[src/rtl/spr_eval_pkg.sv]
package spr_eval_pkg;
    typedef enum logic [2:0] {
        ST_IDLE,
        ST_CLEAR,
        ST_SCAN,
        ST_COPY,
        ST_DONE
    } eval_st_t;
endpackage

[src/rtl/spr_range_check.sv]
module spr_range_check #(
    parameter int SHORT_H = 8,
    parameter int TALL_H  = 16
) (
    input  logic [7:0] line,
    input  logic [7:0] ypos,
    input  logic       tall,
    output logic       hit
);
    localparam logic [7:0] H_SHORT = 8'(SHORT_H);
    localparam logic [7:0] H_TALL  = 8'(TALL_H);

    logic [7:0] delta;

    always_comb begin
        delta = line - ypos;
        hit   = delta < (tall ? H_TALL : H_SHORT);
    end
endmodule

[src/rtl/spr_slot_ctr.sv]
module spr_slot_ctr #(
    parameter int SLOTS = 8,
    parameter int CNT_W = $clog2(SLOTS + 1)
) (
    input  logic             clk,
    input  logic             rst_n,
    input  logic             clr,
    input  logic             inc,
    output logic [CNT_W-1:0] count,
    output logic             full
);
    always_ff @(posedge clk or negedge rst_n) begin
        if (!rst_n)
            count <= '0;
        else if (clr)
            count <= '0;
        else if (inc)
            count <= count + 1'b1;
    end

    assign full = (count == CNT_W'(SLOTS));
endmodule

[src/rtl/sprite_line_eval.sv]
module sprite_line_eval #(
    parameter int NUM_SPR = 64,
    parameter int SLOTS   = 8,
    parameter int SHORT_H = 8,
    parameter int TALL_H  = 16
) (
    input  logic                                      clk,
    input  logic                                      rst_n,
    input  logic                                      start,
    input  logic                                      frame_start,
    input  logic [7:0]                                line,
    input  logic                                      tall,
    output logic [$clog2(NUM_SPR*4)-1:0]              oam_addr,
    input  logic [7:0]                                oam_data,
    output logic                                      sec_we,
    output logic [$clog2(SLOTS*4)-1:0]                sec_addr,
    output logic [7:0]                                sec_wdata,
    output logic                                      done,
    output logic                                      overflow
);
    import spr_eval_pkg::*;

    localparam int ENT_BYTES = 4;
    localparam int IDX_W     = $clog2(NUM_SPR);
    localparam int SLOT_W    = $clog2(SLOTS);
    localparam int SEC_AW    = $clog2(SLOTS * ENT_BYTES);
    localparam int CNT_W     = $clog2(SLOTS + 1);
    localparam logic [IDX_W-1:0]  LAST_IDX = IDX_W'(NUM_SPR - 1);
    localparam logic [SEC_AW-1:0] LAST_SEC = SEC_AW'(SLOTS * ENT_BYTES - 1);

    eval_st_t          state, state_n;
    logic [IDX_W-1:0]  idx;
    logic [1:0]        sub;
    logic [SEC_AW-1:0] clr_cnt;
    logic [7:0]        line_q;
    logic              tall_q;
    logic              hit;
    logic              slot_clr, slot_inc, slot_full;
    logic [CNT_W-1:0]  slot_cnt;
    logic              accept, set_ovf, take;

    spr_range_check #(.SHORT_H(SHORT_H), .TALL_H(TALL_H)) u_range (
        .line (line_q),
        .ypos (oam_data),
        .tall (tall_q),
        .hit  (hit)
    );

    spr_slot_ctr #(.SLOTS(SLOTS), .CNT_W(CNT_W)) u_slots (
        .clk   (clk),
        .rst_n (rst_n),
        .clr   (slot_clr),
        .inc   (slot_inc),
        .count (slot_cnt),
        .full  (slot_full)
    );

    // Next state and outputs
    always_comb begin
        state_n   = state;
        oam_addr  = {idx, 2'b00};
        sec_we    = 1'b0;
        sec_addr  = clr_cnt;
        sec_wdata = 8'hFF;
        done      = 1'b0;
        accept    = 1'b0;
        set_ovf   = 1'b0;
        take      = 1'b0;
        slot_inc  = 1'b0;
        unique case (state)
            ST_IDLE: begin
                if (start) begin
                    accept  = 1'b1;
                    state_n = ST_CLEAR;
                end
            end
            ST_CLEAR: begin
                sec_we = 1'b1;
                if (clr_cnt == LAST_SEC)
                    state_n = ST_SCAN;
            end
            ST_SCAN: begin
                take    = hit && !slot_full;
                set_ovf = hit && slot_full;
                if (take) begin
                    sec_we    = 1'b1;
                    sec_addr  = {slot_cnt[SLOT_W-1:0], 2'b00};
                    sec_wdata = oam_data;
                    state_n   = ST_COPY;
                end else if (idx == LAST_IDX) begin
                    state_n = ST_DONE;
                end
            end
            ST_COPY: begin
                oam_addr  = {idx, sub};
                sec_we    = 1'b1;
                sec_addr  = {slot_cnt[SLOT_W-1:0], sub};
                sec_wdata = oam_data;
                if (sub == 2'd3) begin
                    slot_inc = 1'b1;
                    state_n  = (idx == LAST_IDX) ? ST_DONE : ST_SCAN;
                end
            end
            ST_DONE: begin
                done = 1'b1;
                if (start) begin
                    accept  = 1'b1;
                    state_n = ST_CLEAR;
                end
            end
            default: state_n = ST_IDLE;
        endcase
    end

    assign slot_clr = accept;

    // State register and datapath
    always_ff @(posedge clk or negedge rst_n) begin
        if (!rst_n) begin
            state    <= ST_IDLE;
            idx      <= '0;
            sub      <= '0;
            clr_cnt  <= '0;
            line_q   <= '0;
            tall_q   <= 1'b0;
            overflow <= 1'b0;
        end else begin
            state <= state_n;
            if (set_ovf)
                overflow <= 1'b1;
            else if (frame_start)
                overflow <= 1'b0;
            if (accept) begin
                line_q  <= line;
                tall_q  <= tall;
                clr_cnt <= '0;
                idx     <= '0;
                sub     <= '0;
            end else begin
                if (state == ST_CLEAR)
                    clr_cnt <= clr_cnt + 1'b1;
                if (state == ST_SCAN) begin
                    if (take)
                        sub <= 2'd1;
                    else
                        idx <= idx + 1'b1;
                end
                if (state == ST_COPY) begin
                    sub <= sub + 1'b1;
                    if (sub == 2'd3)
                        idx <= idx + 1'b1;
                end
            end
        end
    end
endmodule

[config.mk]
export PLATFORM = sky130hd
export DESIGN_NAME = sprite_line_eval
export DESIGN_NICKNAME = d
export VERILOG_FILES = /design/src/rtl/spr_eval_pkg.sv /design/src/rtl/spr_range_check.sv /design/src/rtl/spr_slot_ctr.sv /design/src/rtl/sprite_line_eval.sv
export SDC_FILE = /design/constraint.sdc
export NUM_CORES = 1
export LEC_CHECK = 0
export BUFFER_PORTS_ARGS = -buffer_cell sky130_fd_sc_hd__buf_2
export CAP_MARGIN = 20
export CORE_MARGIN = 2
export CORE_UTILIZATION = 45
export CTS_CLUSTER_DIAMETER = 60
export DETAILED_ROUTE_END_ITERATION = 7
export PLACE_DENSITY = 0.8
export SYNTH_ARGS = -nofsm -noshare
export SYNTH_HDL_FRONTEND = slang
export SYNTH_SLANG_ARGS = --single-unit
[constraint.sdc]
create_clock -name clk -period 7.8 [get_ports clk]
set_clock_uncertainty 0.15 [all_clocks]
set_input_delay 0 -clock clk [delete_from_list [all_inputs] [get_ports clk]]
set_output_delay 0 -clock clk [all_outputs]
set_load 0.01 [all_outputs]
==> flow_summary.ini <==
[route]
met2_length_um = 1860
top_layer_used = met4
wirelength_met1_um = 1730
drt_wl_total_um = 3950
wire_per_inst_um = 12.4
detail-route-antenna-nets = 0
drcViolationCount = 0
firstDrtPassIters = 4
dr_total_vias = 1637
wl_met3_um = 242
via_per_inst = 5.15
drt-initial-drc-count = 80

[yosys]
synth_top_family_by_area = simple AND/OR/NAND/NOR gates
synthesis.nets = 247
synth_area_sq_um = 1870
synth_compound_area_share_pct = 11.7
postSynthAreaPerCell_sq_um = 8.78
yosys.area_share.simple_pct = 24.8
synthAdderAreaFrac_pct = 8.70
ys_warn_count = 0
yosys.cell_count.top_type = nand2_1
muxShareOfSynthArea_pct = 5.15
synthTopCellsByArea = dfrtp_1 (40%), nand2_1 (9.6%), ha_1 (8.7%)
ys_ff_latch = 30
synth.top_cells.by_count = nand2_1 (48), dfrtp_1 (30), inv_1 (17), nor2_1 (15), ha_1 (13)
yosys.area.top_type_share_pct = 40.2
synth_cells = 213
async_flop_share_pct = 100
seq_area_frac_synth_pct = 40.2
ys.flop_type = dfrtp_1
yosys.area.top_type = dfrtp_1
synth_edf_count = 0
synth_cell_types = 45
synthXorXnorAreaFrac_pct = 4.22

[power]
pwr_density_cell_nw_per_um2 = 378
finalPower_uw = 877
vdd_ir_drop_max_mv = 0.180
p_leak_nw = 1.19

[layout]
fin_cells = 318
fillers = 353
area_delta_synth_final_pct = 24.0
drive_gt1_share_pct = 23.1
final_util_pct = 57.9
diodes = 0
nNetsFinal = 302

[global_routing]
grt_max_degree = 31
grt-ovfl-total = 0
grt_pass1_wl_um = 6350
antenna_found_initial = 0
grt_pass1_vias = 1483
track_usage_pct = 18.5

[floorplanning]
start_util_pct = 46.7
die_h_um = 68.5
die_w_um = 68.5
die-area_sq_um = 4690
core_area_sq_um = 4000
num_rows = 23
io_pins = 45

[clocking]
cts_setup_buffers = 0
htreeDepth = 2
clkTransAtPathRegs_ps = 60
tritoncts = done
cts_resized = 0
holdBufCountCts = 12
clockBufferDepth = 2
clock_latency_ps = 280
cts_buffers = 5
cts_root_buf = clkbuf_8
clock_sinks = 30

[worst_setup_path]
crit_arrival_ps = 3430
worstPathRequired_ps = 7650
path_class = register to output pin
cpMostUsedCell = ha_1
end_kind = output pin
critPathLaunchType = register
slowest_stage = dfrtp_1
cpPeakStageDelay_ps = 380
worstPathMaxFanout = 15
crit_chain = ha_1, a21oi_2, o21ai_1, a21oi_1, xnor2_1, ha_1, nor4_1, o32ai_2, nor3b_2, o21a_2, mux2_2, buf_2

[place]
dp.cells = 299
dp_hpwl_um = 2830
io_buffers = 44
place.gp.congestion = 0.829

[timing]
min_period_ps = 3580
fin_hold_ws_ps = 125
final-hold-violation-count = 0
drv_slew = 0
tightest_slew_ps = 754
fin_setup_tns_ps = 0
rsz0062_at_grt = no
worst_slew_margin_rel_pct = 49.7
fin_crit_sh_pct = 45.9
setup_violations = 0
timing.fmax_mhz = 279

[hold_path]
min_path_type = primary input to output pin

[status]
outcome = completed

[flow_run]
drv_cap = 0
[sequential cells by signal, indices dropped and copies added (netlist names)]
name and flops:
clr_cnt 5, idx 6, line_q 8, overflow 1
state 3, sub 2, tall_q 1, u_slots.count 4
[per-layer routing]
| metal | GRT usage [%] | vias up |
|---|---|---|
| li1 | - | 822 |
| met1 | 23.2 | 757 |
| met2 | 29.2 | 45 |
| met3 | 4.28 | 13 |
| met4 | 10.0 | 0 |
| met5 | 0 | - |
[critical path, delay by kind of cell (launching register included)]
kind	cells	cell delay, ps
flops	1	380
fa+ha+maj	2	520
mux	1	370
buf+inv	1	130
compound gates	5	1020
simple gates	2	650
xor+xnor	1	80
[power breakdown]
group          internal, mW  switching [mW]  leakage, nW  total [mW]
clock                0.0596          0.0558       0.0438       0.115
combinational         0.210           0.254        0.774       0.464
sequential            0.225          0.0728        0.372       0.297
[worst paths after layout]
check | startpoint | endpoint | slack, ps | depth (start not counted)
max in group asynchronous | rst_n | line_q[5]$_DFFE_PN0P_ | 6910 | 2
hold / removal | oam_data[6] | sec_wdata[6] | 120 | 4
setup reg to reg | line_q[2]$_DFFE_PN0P_ | sub[1]$_DFFE_PN0P_ | 4740 | 11
hold reg to reg | line_q[3]$_DFFE_PN0P_ | line_q[3]$_DFFE_PN0P_ | 330 | 2
setup / recovery | line_q[2]$_DFFE_PN0P_ | sec_addr[2] | 4220 | 12
min in group asynchronous | rst_n | clr_cnt[3]$_DFFE_PN0P_ | 140 | 2
[through the flow]
step                      setup slack, ps  cell area, sq um
after floorplan                      4970              1870
after global placement               4660              2120
after detailed placement             4540              2120
after CTS                            4210              2320
after global routing                 3970              2320
final                                4220              2320
[cell type report]
cell class | count | area (sq um) | share of cell area (%)
Clock buffer | 5 | 68.8 | 2.97
Clock inverter | 2 | 10.0 | 0.432
Timing Repair Buffer | 56 | 340 | 14.7
Inverter | 17 | 63.8 | 2.75
Multi-Input combinational cell | 158 | 1020 | 44.1
Sequential cell | 30 | 751 | 32.4
Tap cell | 50 | 62.6 | 2.70
[cells in the final DEF (no fill, tap or decap), types with 5 or more instances in the layout]
master and count:
dfrtp_1 30, clkbuf_8 5, xor2_1 5, nand3_1 6, nand2_1 48, a21oi_1 6
buf_2 44, nor2_1 15, ha_1 13, mux2i_1 6, inv_1 17, dlygate4sd3_1 12
and3_1 5
[cells by family (layout without fill, tap and decap cells)]
logic type | after synthesis | in the layout
buf+inv | 25 | 80
simple gates | 97 | 97
flops | 30 | 30
fa+ha+maj | 13 | 13
mux | 9 | 9
xor+xnor | 9 | 9
compound gates | 30 | 30
(Power assumes the default switching activity.)
